==> src/rtl/encd_pkg.sv <==
package encd_pkg;
  typedef enum logic [1:0] {
    STEP_NONE = 2'd0,
    STEP_UP   = 2'd1,
    STEP_DOWN = 2'd2
  } step_dir_e;
endpackage

==> src/rtl/encd_sync.sv <==
module encd_sync #(
  parameter int WIDTH  = 2,
  parameter int STAGES = 2
) (
  input  logic             clk,
  input  logic             rst,
  input  logic [WIDTH-1:0] d,
  output logic [WIDTH-1:0] q
);
  logic [WIDTH-1:0] stage_q [STAGES];

  for (genvar g = 0; g < STAGES; g++) begin : g_stage
    if (g == 0) begin : g_first
      always_ff @(posedge clk) begin
        if (rst) stage_q[g] <= '0;
        else     stage_q[g] <= d;
      end
    end else begin : g_next
      always_ff @(posedge clk) begin
        if (rst) stage_q[g] <= '0;
        else     stage_q[g] <= stage_q[g-1];
      end
    end
  end

  assign q = stage_q[STAGES-1];
endmodule

==> src/rtl/encd_prescaler.sv <==
module encd_prescaler #(
  parameter int PRESCALE = 64
) (
  input  logic clk,
  input  logic rst,
  input  logic tick,
  output logic strobe
);
  localparam int CNT_W = (PRESCALE > 1) ? $clog2(PRESCALE) : 1;
  localparam logic [CNT_W-1:0] RELOAD = CNT_W'(PRESCALE - 1);

  logic [CNT_W-1:0] cnt_q;

  assign strobe = tick && (cnt_q == '0);

  always_ff @(posedge clk) begin
    if (rst)         cnt_q <= '0;
    else if (strobe) cnt_q <= RELOAD;
    else if (tick)   cnt_q <= cnt_q - 1'b1;
  end
endmodule

==> src/rtl/encd_detent.sv <==
module encd_detent
  import encd_pkg::*;
(
  input  logic      clk,
  input  logic      rst,
  input  logic      strobe,
  input  logic      a_lvl,
  input  logic      b_lvl,
  output step_dir_e dir
);
  logic a_low_q;

  always_comb begin
    dir = STEP_NONE;
    if (strobe && !a_lvl && !a_low_q)
      dir = b_lvl ? STEP_DOWN : STEP_UP;
  end

  always_ff @(posedge clk) begin
    if (rst)
      a_low_q <= 1'b0;
    else if (strobe)
      a_low_q <= !a_lvl;
  end
endmodule

==> src/rtl/encd_accum.sv <==
module encd_accum
  import encd_pkg::*;
#(
  parameter int DELAY_W = 8
) (
  input  logic               clk,
  input  logic               rst,
  input  step_dir_e          dir,
  output logic [DELAY_W-1:0] value,
  output logic               pulse
);
  always_ff @(posedge clk) begin
    if (rst) begin
      value <= '0;
      pulse <= 1'b0;
    end else begin
      pulse <= 1'b0;
      unique case (dir)
        STEP_UP: begin
          value <= value + 1'b1;
          pulse <= 1'b1;
        end
        STEP_DOWN: begin
          value <= value - 1'b1;
          pulse <= 1'b1;
        end
        default: ;
      endcase
    end
  end
endmodule

==> src/rtl/enc_delay_setter.sv <==
module enc_delay_setter
  import encd_pkg::*;
#(
  parameter int PRESCALE    = 64,
  parameter int DELAY_W     = 8,
  parameter int SYNC_STAGES = 2
) (
  input  logic               clk,
  input  logic               rst,
  input  logic               frame_tick,
  input  logic               enc_a,
  input  logic               enc_b,
  output logic [DELAY_W-1:0] delay_hi,
  output logic               step_pulse
);
  logic [1:0] enc_sync;
  logic       a_sync;
  logic       b_sync;
  logic       sample_stb;
  step_dir_e  step_dir;

  encd_sync #(.WIDTH(2), .STAGES(SYNC_STAGES)) u_sync (
    .clk(clk), .rst(rst), .d({enc_b, enc_a}), .q(enc_sync)
  );

  assign a_sync = enc_sync[0];
  assign b_sync = enc_sync[1];

  encd_prescaler #(.PRESCALE(PRESCALE)) u_pre (
    .clk(clk), .rst(rst), .tick(frame_tick), .strobe(sample_stb)
  );

  encd_detent u_det (
    .clk(clk), .rst(rst), .strobe(sample_stb),
    .a_lvl(a_sync), .b_lvl(b_sync), .dir(step_dir)
  );

  encd_accum #(.DELAY_W(DELAY_W)) u_acc (
    .clk(clk), .rst(rst), .dir(step_dir),
    .value(delay_hi), .pulse(step_pulse)
  );
endmodule

==> config.mk <==
export PLATFORM = sky130hd
export DESIGN_NAME = enc_delay_setter
export DESIGN_NICKNAME = d
export VERILOG_FILES = /design/src/rtl/encd_pkg.sv /design/src/rtl/encd_sync.sv /design/src/rtl/encd_prescaler.sv /design/src/rtl/encd_detent.sv /design/src/rtl/encd_accum.sv /design/src/rtl/enc_delay_setter.sv
export SDC_FILE = /design/constraint.sdc
export NUM_CORES = 1
export LEC_CHECK = 0
export ABC_AREA = 1
export BUFFER_PORTS_ARGS = -buffer_cell sky130_fd_sc_hd__buf_4
export CAP_MARGIN = 20
export CORE_MARGIN = 2
export CORE_UTILIZATION = 28
export CTS_CLUSTER_DIAMETER = 40
export DETAILED_ROUTE_END_ITERATION = 12
export PLACE_DENSITY = 0.43
export SYNTH_ARGS = -nofsm -noshare
export SYNTH_HDL_FRONTEND = slang
export SYNTH_HIERARCHICAL = 1
export SYNTH_SLANG_ARGS = --single-unit
==> constraint.sdc <==
create_clock -name clk -period 3.4 [get_ports clk]
set_input_delay 0.34 -clock clk [delete_from_list [all_inputs] [get_ports clk]]
set_output_delay 0.34 -clock clk [all_outputs]
set_load 0.01 [all_outputs]
## Word level (Yosys, flattened, before mapping)

Memory sizes are Yosys's and may differ from the RTL's.
Cells that the tools add are included.

| operators by class | value |
|---|---|
| add/sub/neg operators | 3 |
| equality and inequality tests | 2 |
| muxes and demuxes | 11 |
| bitwise operators | 2 |
| reduce and logical (&&, ||, !) cells | 9 |

Operator list:

| operator | number |
|---|---|
| $pmux 8 s2 | 1 |
| $mux 6 | 2 |
| $add 8x1->8 const B | 1 |
| $mux 2 | 4 |
| $sub 8x1->8 const B | 1 |
| $logic_not 6->1 | 1 |
| $sub 6x1->6 const B | 1 |
| $mux 1 | 4 |
| $reduce_bool 2->1 | 2 |
| $logic_and 1x1->1 | 3 |
| $eq 2x1->1 const B | 1 |
| $eq 2x2->1 const B | 1 |
| $logic_not 1->1 | 2 |
| $or 1x1->1 | 2 |
| $reduce_or 2->1 | 1 |

| word-level totals | value |
|---|---|
| flip-flop bits (word level) | 16 |
| memory bits (writable) | 4 |
| input bits | 5 |
| output and inout port bits | 9 |
| word-level logic and storage cells | 32 |
| memories | 1 |

Memory list:

| name | depth | width | read ports | clocked after memory_dff | write ports | line | RTL |
|---|---|---|---|---|---|---|---|
| u_sync.stage_q | 2 | 2 | 2 | 0 | 2 | encd_sync.sv:10 | `logic [WIDTH-1:0] stage_q [STAGES];` |

## Depth between registers and ports, before layout

Gate-level depths: netlist (run 1).

| depth | value |
|---|---|
| word-level depth | 8 |
| gate-level depth with buffers | 20 |
| mapped depth without buffers | 20 |

## Hierarchy

Netlist (run 1), hierarchy kept.

By module, submodules not included:

| module | times used | cells each | area each (µm²) | sequential area each (µm²) |
|---|---|---|---|---|
| encd_accum | 1 | 125 | 745.7 | 180.2 |
| encd_prescaler | 1 | 43 | 300.3 | 120.1 |
| encd_sync | 1 | 12 | 110.1 | 80.1 |
| encd_detent | 1 | 10 | 58.8 | 20.0 |

## Worst setup path before layout (run 1)

Ideal clock, no wire load.

| path | value |
|---|---|
| path type | reg2reg |
| start point | register u_pre.cnt_q[0] |
| end point | register u_acc.value[6] |
| setup time | 0.109 ns |
| arrival | 2.300 ns |
| data required time | 3.291 ns |
| path slack | 0.991 ns |
| cell stages (with the launch flop) | 21 |
| buffers on the path | 0 |
| clock period less this slack | 2.409 ns |
| cells stage by stage | dfxtp_1 inv_1 ha_1 nand4_1 inv_1 nand3b_1 nor2_1 inv_1 ha_1 inv_1 nand2_1 nand2_1 inv_1 ha_1 a21oi_1 nand3b_1 nand2_1 nand2_1 nand3_1 nand2_1 inv_1 |

| between the ends | value |
|---|---|
| word-level cells in the longest chain between the ends | 7 |
| elaborated cells between the ends (all ways) | 9 |
| those cells by class | 2 x eq/ne; 2 x mux; 5 x reduce/logical |

RTL lines:

| item | line | RTL |
|---|---|---|
| start, declared | encd_prescaler.sv:12 | `logic [CNT_W-1:0] cnt_q;` |
| start signal, assigned | encd_prescaler.sv:19 | `else if (tick) cnt_q <= cnt_q - 1'b1;` |
| $logic_not 6->1 * | encd_prescaler.sv:14 | `assign strobe = tick && (cnt_q == '0);` |
| $logic_and 1x1->1 * | encd_prescaler.sv:14 |  |
| named net sample_stb | enc_delay_setter.sv:19 | `logic sample_stb;` |
| $logic_and 1x1->1 * (2 in series) | encd_detent.sv:15 | `if (strobe && !a_lvl && !a_low_q)` |
| $mux 2 * | encd_detent.sv:15 |  |
| named net step_dir[0] | enc_delay_setter.sv:20 | `step_dir_e step_dir;` |
| $eq 2x2->1 or $eq 2x1->1 (tied branches) | encd_accum.sv:18 | `unique case (dir)` |
| $pmux 8 s2 or $reduce_bool 2->1 (tied branches) | - |  |
| end signal, assigned | encd_accum.sv:20 | `value <= value + 1'b1;` |
| end signal, assigned | encd_accum.sv:24 | `value <= value - 1'b1;` |
| end, declared | encd_accum.sv:9 | `output logic [DELAY_W-1:0] value,` |

The timed path passes the listed nets; every way through them passes the cells marked *.
A chain may end at the register's enable or synchronous reset.

## Worst setup path in the final report (run 1)

Same ends and word-level chain as after synthesis.

==> results of run 1 <==
## metrics by stage
step,hold WS (ns),util [%],total power [W]
floorplan,0.388,-,0.000419
global placement,0.391,33.2,0.000475
detailed placement,0.397,33.2,0.000474
CTS,0.276,34.2,0.000638
global route,0.286,34.2,0.000682
finish,0.284,34.2,0.000624
## cells in the mapped netlist
library cell	count
nor2_1	20
nor2_4	2
nand2_2	6
or2_1	1
nor2_2	2
xor2_1	2
a21oi_2	1
dfxtp_1	20
o21bai_4	1
buf_6	1
inv_1	37
xnor2_1	1
a21oi_1	14
a211oi_1	1
clkbuf_1	2
inv_2	3
nand3_2	1
ha_1	4
nand3_1	12
o21ai_1	1
nand3b_1	2
nand4_1	2
o21ai_0	4
nand2_1	50
## power breakdown
group | total [W] | internal [W] | switching [W]
Clock | 0.000156 | 0.0000788 | 0.0000775
Sequential | 0.000288 | 0.000263 | 0.0000245
Combinational | 0.000180 | 0.0000736 | 0.000106
Total | 0.000624 | 0.000416 | 0.000208
## worst min-delay path by stage
stage	start	endpoint
6_report	enc_b	u_sync/stage_q[0][1]
5_1_grt	enc_b	u_sync/stage_q[0][1]
4_1_cts	enc_b	u_sync/stage_q[0][1]
3_5_place_dp	u_sync/stage_q[0][1]	u_sync/stage_q[1][1]
3_3_place_gp	u_sync/stage_q[0][1]	u_sync/stage_q[1][1]
2_1_floorplan	u_sync/stage_q[0][0]	u_sync/stage_q[1][0]
## logic make-up after synthesis
family	after synthesis	share of synthesized area (%)
XOR/XNOR	3	2.16
buffers and inverters	43	13.9
AO/OA/AOI/OAI	22	10.7
flip-flops	20	33.0
adder cells (fa/ha/maj)	4	4.12
AND/OR/NAND/NOR	98	36.1
## area by class of cell
| cell class | instances | area, µm² |
|---|---|---|
| inverter | 40 | 150 |
| clock buffer | 3 | 41.3 |
| timing repair buffer | 13 | 97.6 |
| sequential | 20 | 400 |
| fill | 466 | 2690 |
| tap | 50 | 62.6 |
| multi-input combinational | 127 | 646 |
## worst reg2reg max path: cells and delay by family (launching register included)
family	cells	cell delay [ns]
DFF	1	0.34
AOI/OAI and AO/OA	1	0.26
and+or+nand+nor	10	0.99
buffers and inverters	6	0.61
adders and majority gates	3	0.68
## flip-flops by register name, indices dropped and copies added, names as in the netlist
name / count
u_sync/stage_q: 4
u_acc/pulse: 1
u_acc/value: 8
u_pre/cnt_q: 6
u_det/a_low_q: 1
## layer usage
metal  track usage (%)  vias to the layer above
li1                  -                      606
met1              15.1                      482
met2              17.4                       18
met3              2.60                        2
met4              3.21                        0
met5                 0                        -
## cell usage in the layout (no fill, tap or decap), drive strengths merged
master / synthesis / final
nand3: 13 / 13
nand2: 56 / 56
xor2: 2 / 2
dfxtp: 20 / 20
o21ai: 5 / 5
nor2: 24 / 24
nand3b: 2 / 2
inv: 40 / 40
buf: 1 / 13
or2: 1 / 1
o21bai: 1 / 1
ha: 4 / 4
a211oi: 1 / 1
clkbuf: 2 / 3
a21oi: 15 / 15
xnor2: 1 / 1
nand4: 2 / 2
==> impl_metrics.py, run 1 <==
metrics = {
    "clocking": {
        "clk_latency_ns": 0.25,
        "numCtsBuffers": 3,
        "clk_pin_slew_worst_paths_ns": 0.08,
        "cts_setup_buffers": 0,
        "cts.sinks": 20,
        "clockBufferDepth": 2,
        "cts-resized-gates": 0,
        "cts_hold_buf": 0,
        "cts_root_buf": "clkbuf_8",
        "htreeDepth": 1,
        "tritoncts": "done",
    },
    "place": {
        "dp_slack_ns": 0.426,
        "postPlaceCellArea_um2": 1360,
        "routabilityCongestion": 0.815,
        "placedCellCount": 250,
        "port_buffers": 13,
        "place_hpwl_mm": 1.87,
    },
    "worst_setup_path": {
        "crit_slowest_cell": "dfxtp_1",
        "cp_data_required_time_ns": 3.56,
        "cp_max_fo": 11,
        "crit_end": "u_acc/value[6]",
        "worst-setup-path-type": "flip-flop to flip-flop",
        "cp_cell_sequence": "inv_1, ha_1, nand4_1, inv_1, nand3b_1, nor2_1, inv_1, ha_1, inv_1, nand2_1, nand2_1, inv_1, ha_1, a21oi_1, nand3b_1, nand2_1, nand2_1, nand3_1, nand2_1, inv_1",
        "r2r-end": "u_acc/value[6]",
        "cp_num_buf_inv": 6,
        "reg2reg_depth": 20,
        "r2r_setup_slack_ns": 0.44,
        "crit_path_start": "u_pre/cnt_q[0]",
        "path_delay_family": "simple AND/OR/NAND/NOR gates",
        "rr_startpoint": "u_pre/cnt_q[0]",
        "cp_common_cell": "inv_1",
        "cp.arrival_ns": 3.12,
        "cp-start-kind": "flip-flop",
        "worst-path-stages": 20,
        "endpoint_kind": "flip-flop",
        "cp_slowest_stage_delay_ns": 0.34,
    },
    "global_route": {
        "grt-ovfl-total": 0,
        "grt_max_degree": 19,
        "antenna_found_initial": 0,
        "gr-usage-all-layers_pct": 11.1,
        "grt_pass1_vias": 1021,
        "grt_first_pass_wirelength_mm": 4.42,
    },
    "power_and_ir_drop": {
        "p_per_area_nw_per_um2": 447,
        "p_leak_nw": 0.698,
        "max-vdd-ir-drop_uv": 148,
    },
    "routing": {
        "dr_wl_met2_mm": 1.05,
        "top_layer": "met4",
        "ant_nets": 0,
        "dr.pass1.iters": 4,
        "drtIter0Drc": 63,
        "viasPerCell": 4.38,
        "wl_met3_um": 93,
        "wl_per_cell_um": 9.68,
        "routed_wl_mm": 2.45,
        "num_vias": 1108,
        "m1WireLength_mm": 1.29,
        "drc_errors": 0,
    },
    "synth": {
        "synth_warnings": 6,
        "synth_nets": 199,
        "seq_area_frac_synth_pct": 33.0,
        "yosys.area.top_type": "dfxtp_1",
        "syn_area_per_cell_um2": 6.39,
        "synth_cell_types": 24,
        "netlist_area_um2": 1210,
        "synth_seq_cells": 20,
        "netlist_instances": 190,
        "synth_area_leaders": "dfxtp_1, nand2_1, inv_1",
        "synth_top_area_share_pct": 33.0,
    },
    "timing": {
        "setup_ws_ns": 0.444,
        "fmax_mhz": 338,
        "rsz0062_at_grt": "no",
        "setup_viol": 0,
        "skew_ns": 0.00326,
        "slew_viol_final": 0,
        "tns_ns": 0,
        "relSlewSlack_pct": 71.9,
        "hold_viol_final": 0,
        "period_needed_ns": 2.96,
        "max_slew.worst_pin.slew_ns": 0.422,
        "final.period_utilization_pct": 87.0,
    },
    "finish": {
        "num_antenna_cells": 0,
        "area_growth_pct": 15.0,
        "nNetsFinal": 214,
        "fin_cells": 253,
        "final_area_um2": 1400,
        "layout-drive-gt1-share_pct": 15.8,
    },
    "die": {
        "fp.coreArea_um2": 4090,
        "dieArea_um2": 4880,
        "die_w_um": 69.9,
        "die_height_um": 69.9,
        "initial_core_util_pct": 29.7,
        "rows": 23,
        "io_pins": 14,
    },
    "job": {
        "maxCapViolations": 0,
    },
    "hold_path": {
        "hold_path_class": "input port to flip-flop",
        "hold_depth": 3,
    },
    "outcome": {
        "status": "finished, final reports clean",
    },
}
Note: power is estimated with default switching activity, not from simulation.
==> run 2, diff against run 1 <==
--- a/config.mk
+++ b/config.mk
@@ -9,10 +9,10 @@
 export BUFFER_PORTS_ARGS = -buffer_cell sky130_fd_sc_hd__buf_4
 export CAP_MARGIN = 20
 export CORE_MARGIN = 2
-export CORE_UTILIZATION = 28
+export CORE_UTILIZATION = 30
 export CTS_CLUSTER_DIAMETER = 40
 export DETAILED_ROUTE_END_ITERATION = 12
-export PLACE_DENSITY = 0.43
+export PLACE_DENSITY = 0.46
 export SYNTH_ARGS = -nofsm -noshare
 export SYNTH_HDL_FRONTEND = slang
 export SYNTH_HIERARCHICAL = 1
==> constraint.sdc (replaced) <==
create_clock -name clk -period 3.1 [get_ports clk]
set_input_delay 0.31 -clock clk [delete_from_list [all_inputs] [get_ports clk]]
set_output_delay 0.31 -clock clk [all_outputs]
set_load 0.01 [all_outputs]
==> run 2 against run 1 <==
Compared with the run above:
- total power is 24% higher
- count of clock-buffer cells in the layout stayed put
- sequential power is 9.4% higher
- global-route usage is 0.56 points higher
- worst setup slack worse by 0.0030 ns
- critical endpoint unchanged
- highest routed layer is now met3
==> impl_metrics.py, run 2 (synthesized netlist as in run 1, its figures left out) <==
metrics = {
    "hold_path": {
        "hold_path_class": "input port to flip-flop",
        "hold_depth": 3,
        "min_from": "enc_a",
    },
    "clocking": {
        "tritoncts": "done",
        "clk_latency_ns": 0.26,
        "cts_root_buf": "clkbuf_8",
        "cts.sinks": 20,
        "clk_pin_slew_worst_paths_ns": 0.08,
        "numCtsBuffers": 3,
        "htreeDepth": 1,
        "clockBufferDepth": 2,
        "cts_hold_buf": 0,
    },
    "worst_setup_path": {
        "cp.arrival_ns": 2.82,
        "r2r_setup_slack_ns": 0.44,
        "crit_end": "u_acc/value[6]",
        "reg2reg_depth": 18,
        "endpoint_kind": "flip-flop",
        "rr_startpoint": "u_pre/cnt_q[0]",
        "r2r-end": "u_acc/value[6]",
        "cp-start-kind": "flip-flop",
        "cp_data_required_time_ns": 3.27,
        "cp_max_fo": 11,
        "worst-setup-path-type": "flip-flop to flip-flop",
        "crit_path_start": "u_pre/cnt_q[0]",
    },
    "routing": {
        "viasPerCell": 4.37,
        "drc_errors": 0,
        "wl_per_cell_um": 9.55,
        "drtIter0Drc": 40,
        "routed_wl_mm": 2.44,
        "ant_nets": 0,
        "num_vias": 1114,
        "dr.pass1.iters": 4,
    },
    "outcome": {
        "status": "finished, final reports clean",
    },
    "finish": {
        "layout_commonest_cell": "nand2_1",
        "final_cell_mix": "nand2_1, inv_1, nor2_1, dfxtp_1",
        "largest-register": "u_acc/value",
        "nNetsFinal": 215,
        "num_antenna_cells": 0,
        "area_growth_pct": 18.3,
        "fillCellCount": 416,
        "largest_reg_flops": 8,
        "reg_top3": "u_acc/value x8, u_pre/cnt_q x6, u_sync/stage_q x4",
        "layout-drive-gt1-share_pct": 17.1,
    },
    "die": {
        "die_height_um": 67.6,
        "initial_core_util_pct": 30.8,
        "die_w_um": 67.6,
        "io_pins": 14,
        "dieArea_um2": 4570,
        "fp.coreArea_um2": 3940,
        "rows": 23,
    },
    "timing": {
        "max_slew.worst_pin.slew_ns": 0.398,
        "setup_viol": 0,
        "relSlewSlack_pct": 73.5,
        "period_needed_ns": 2.66,
        "fmax_mhz": 376,
        "hold_viol_final": 0,
        "tns_ns": 0,
        "setup_ws_ns": 0.441,
        "final.period_utilization_pct": 85.8,
        "rsz0062_at_grt": "no",
        "slew_viol_final": 0,
        "skew_ns": 0.00365,
    },
    "place": {
        "dp_slack_ns": 0.305,
        "port_buffers": 13,
        "place_hpwl_mm": 1.88,
        "routabilityCongestion": 0.871,
    },
    "global_route": {
        "gr-usage-all-layers_pct": 11.6,
        "grt_first_pass_wirelength_mm": 3.97,
        "antenna_found_initial": 0,
        "grt-ovfl-total": 0,
        "grt_max_degree": 19,
        "grt_pass1_vias": 929,
    },
    "power_and_ir_drop": {
        "p_leak_nw": 0.715,
        "max-vdd-ir-drop_uv": 301,
        "p_per_area_nw_per_um2": 539,
    },
    "job": {
        "maxCapViolations": 0,
    },
}
==> run 2: cell count changes in the layout (fill, tap and decap cells not counted) <==
cell       delta
buf_4         +1
bufinv_16     +1
ha_1          -1
ha_2          +1
==> run 2: worst min path at each step <==
stage	end
2_1_floorplan	u_pre/cnt_q[5]
3_3_place_gp	u_sync/stage_q[1][0]
3_5_place_dp	u_sync/stage_q[1][0]
4_1_cts	u_sync/stage_q[0][0]
5_1_grt	u_sync/stage_q[0][0]
6_report	u_sync/stage_q[0][0]
==> run 2: final cells by class <==
type                    count  area, µm²  share of cell area (%)
clock inverters             1       30.0                    2.09
inverters                  40        150                    10.4
repair buffers             14        105                    7.31
flip-flops and latches     20        400                    27.9
clock buffers               3       41.3                    2.87
well taps                  50       62.6                    4.35
multi-input cells         127        648                    45.1
==> run 2: routing by layer <==
| metal | GRT usage (%) | vias to the layer above | share of wire, % |
|---|---|---|---|
| met4 | 3.06 | 0 | 0 |
| met2 | 20.5 | 14 | 51 |
| met5 | 0 | - | 0 |
| li1 | - | 605 | - |
| met1 | 13.6 | 495 | 46 |
| met3 | 3.50 | 0 | 3.0 |
==> run 2: report_power, final <==
part | leakage (nW) | switching, W | internal (W) | total [W]
clock | 0.0357 | 0.0000891 | 0.000172 | 0.000261
combinational | 0.515 | 0.000117 | 0.0000816 | 0.000199
sequential | 0.164 | 0.0000266 | 0.000289 | 0.000315
==> run 2: what timing repair did <==
action | CTS | global route
gates resized for setup | 0 | 1
setup endpoints to repair | 0 | 1
endpoints found under the hold margin | 0 | 0
buffers inserted | 0 | 0
==> run 2: through the flow <==
step           hold WS, ns  std cells  utilization (%)  power, W  instance area (µm²)
6_report             0.251        255             36.5  0.000775                 1440
5_1_grt              0.256        255             36.5  0.000830                 1440
4_1_cts              0.242        255             36.4  0.000791                 1440
3_5_place_dp         0.394        251             34.6  0.000520                 1360
3_3_place_gp         0.392        251             34.6  0.000521                 1360
2_1_floorplan        0.372        190                -  0.000460                 1210
==> run 2: worst max-delay path: stages (launching register included) <==
cell and delay, ns:
dfxtp_1 0.34, inv_1 0.08, ha_1 0.18, nand4_1 0.17, inv_1 0.13, nand3b_1 0.10, nor2_1 0.15, ha_2 0.34
nand2_1 0.12, nand2_1 0.08, inv_1 0.04, ha_1 0.16, a21oi_1 0.23, nand3b_1 0.17, nand2_1 0.06, nand2_1 0.06
nand3_1 0.06, nand2_1 0.07, inv_1 0.03
==> run 3, diff against run 2 <==
--- a/config.mk
+++ b/config.mk
@@ -12,6 +12,7 @@
 export CORE_UTILIZATION = 30
 export CTS_CLUSTER_DIAMETER = 40
 export DETAILED_ROUTE_END_ITERATION = 12
+export MAX_ROUTING_LAYER = met4
 export PLACE_DENSITY = 0.46
 export SYNTH_ARGS = -nofsm -noshare
 export SYNTH_HDL_FRONTEND = slang
==> run 3 against run 2 <==
Compared with the run above:
- wire length is 0.86% higher
- largest power group unchanged
- sequential power hardly changed
- highest routed layer is now met4
- non-clock buffer count stayed put
- via count is 0.36% higher
==> impl_metrics.py, run 3 (synthesized netlist as in run 1, its figures left out) <==
metrics = {
    "clocking": {
        "htreeDepth": 1,
        "cts.sinks": 20,
        "cts_hold_buf": 0,
        "numCtsBuffers": 3,
        "clk_pin_slew_worst_paths_ns": 0.08,
        "cts_root_buf": "clkbuf_8",
        "clockBufferDepth": 2,
        "cts-resized-gates": 0,
        "clk_latency_ns": 0.26,
        "cts_setup_buffers": 0,
        "tritoncts": "done",
    },
    "routing": {
        "routed_wl_mm": 2.46,
        "viasPerCell": 4.38,
        "drc_errors": 0,
        "wl_per_cell_um": 9.63,
        "ant_nets": 0,
        "dr.pass1.iters": 4,
        "drtIter0Drc": 37,
        "num_vias": 1118,
    },
    "global_route": {
        "grt-ovfl-total": 0,
        "antenna_found_initial": 0,
        "grt_max_degree": 19,
        "grt_first_pass_wirelength_mm": 3.97,
        "grt_pass1_vias": 927,
        "gr-usage-all-layers_pct": 12.0,
    },
    "die": {
        "dieArea_um2": 4570,
        "die_height_um": 67.6,
        "io_pins": 14,
        "initial_core_util_pct": 30.8,
        "fp.coreArea_um2": 3940,
        "die_w_um": 67.6,
        "rows": 23,
    },
    "worst_setup_path": {
        "cp_slowest_stage_delay_ns": 0.34,
        "cp_max_fo": 11,
        "cp_num_buf_inv": 4,
        "cp.arrival_ns": 2.82,
        "path_delay_family": "simple AND/OR/NAND/NOR gates",
        "worst-path-stages": 18,
        "cp-start-kind": "flip-flop",
        "worst-setup-path-type": "flip-flop to flip-flop",
        "cp_cell_sequence": "inv_1, ha_1, nand4_1, inv_1, nand3b_1, nor2_1, ha_2, nand2_1, nand2_1, inv_1, ha_1, a21oi_1, nand3b_1, nand2_1, nand2_1, nand3_1, nand2_1, inv_1",
        "r2r-end": "u_acc/value[6]",
        "r2r_setup_slack_ns": 0.44,
        "rr_startpoint": "u_pre/cnt_q[0]",
        "reg2reg_depth": 18,
        "crit_slowest_cell": "dfxtp_1",
        "endpoint_kind": "flip-flop",
        "cp_data_required_time_ns": 3.27,
        "cp_common_cell": "nand2_1",
    },
    "place": {
        "port_buffers": 13,
        "place_hpwl_mm": 1.88,
        "routabilityCongestion": 0.886,
    },
    "finish": {
        "num_antenna_cells": 0,
        "largest-register": "u_acc/value",
        "final_cell_mix": "nand2_1, inv_1, nor2_1, dfxtp_1",
        "area_growth_pct": 18.3,
        "largest_reg_flops": 8,
        "fin_util_pct": 36.5,
        "layout_commonest_cell": "nand2_1",
        "fillCellCount": 416,
        "nNetsFinal": 215,
        "layout-drive-gt1-share_pct": 17.1,
        "reg_top3": "u_acc/value x8, u_pre/cnt_q x6, u_sync/stage_q x4",
    },
    "hold_path": {
        "min_from": "enc_a",
        "hold_path_class": "input port to flip-flop",
        "hold_depth": 3,
        "whs_endpoint": "u_sync/stage_q[0][0]",
    },
    "timing": {
        "max_slew.worst_pin.slew_ns": 0.397,
        "tns_ns": 0,
        "final.period_utilization_pct": 85.7,
        "relSlewSlack_pct": 73.5,
        "skew_ns": 0.00360,
        "fmax_mhz": 377,
        "hold_viol_final": 0,
        "period_needed_ns": 2.66,
        "slew_viol_final": 0,
        "setup_viol": 0,
        "rsz0062_at_grt": "no",
        "holdWs_ns": 0.251,
    },
    "power_and_ir_drop": {
        "max-vdd-ir-drop_uv": 302,
        "power_w": 0.000776,
        "p_leak_nw": 0.715,
        "p_per_area_nw_per_um2": 540,
    },
    "job": {
        "maxCapViolations": 0,
    },
    "outcome": {
        "status": "finished, final reports clean",
    },
}
[run 3: cell counts in the layout (fill, tap and decap cells not counted)]
Identical to the previous run, type by type.
[run 3: cell type report]
class                           instances  area (µm²)  share of cell area (%)
Clock buffer                            3        41.3                    2.87
Clock inverter                          1        30.0                    2.09
Inverter                               40         150                    10.4
Multi-Input combinational cell        127         648                    45.1
Sequential cell                        20         400                    27.9
Tap cell                               50        62.6                    4.35
Timing Repair Buffer                   14         105                    7.31
[run 3: stage by stage]
stage                     area [µm²]  setup WS [ns]  instances
after floorplan                 1210          0.691        190
after global placement          1360          0.438        251
after detailed placement        1360          0.305        251
after CTS                       1440          0.294        255
after global routing            1440          0.145        255
final                           1440          0.444        255
[run 3: metal layers]
metal	track usage, %	up-vias	share of wire, %
met5	-	-	0
met4	3.06	0	0.57
met3	3.50	2	3.0
met2	20.5	14	50
met1	13.6	497	46
li1	-	605	-
[run 3: worst max-delay path by stage]
| stage | start | endpoint | slack (ns) |
|---|---|---|---|
| 3_3_place_gp | u_pre/cnt_q[0] | u_acc/value[6] | 0.44 |
| 2_1_floorplan | u_pre/cnt_q[0] | u_acc/value[6] | 0.69 |
| 6_report | u_pre/cnt_q[0] | u_acc/value[6] | 0.44 |
| 4_1_cts | u_pre/cnt_q[0] | u_acc/value[6] | 0.29 |
| 5_1_grt | u_pre/cnt_q[0] | u_acc/value[6] | 0.14 |
| 3_5_place_dp | u_pre/cnt_q[0] | u_acc/value[6] | 0.30 |
[run 3: power by group]
part           internal, W  leakage, nW  switching, W  total [W]
combinational    0.0000816        0.515      0.000117   0.000199
sequential        0.000289        0.164     0.0000266   0.000315
clock             0.000172       0.0357     0.0000892   0.000261
total             0.000543        0.715      0.000233   0.000776
[run 3: worst register-to-register path, delay by kind of cell (launching register included)]
family | cells | cell delay (ns)
adder cells (fa/ha/maj) | 3 | 0.69
flip-flops | 1 | 0.34
buffers and inverters | 4 | 0.28
AND/OR/NAND/NOR | 10 | 1.03
AO/OA/AOI/OAI | 1 | 0.23
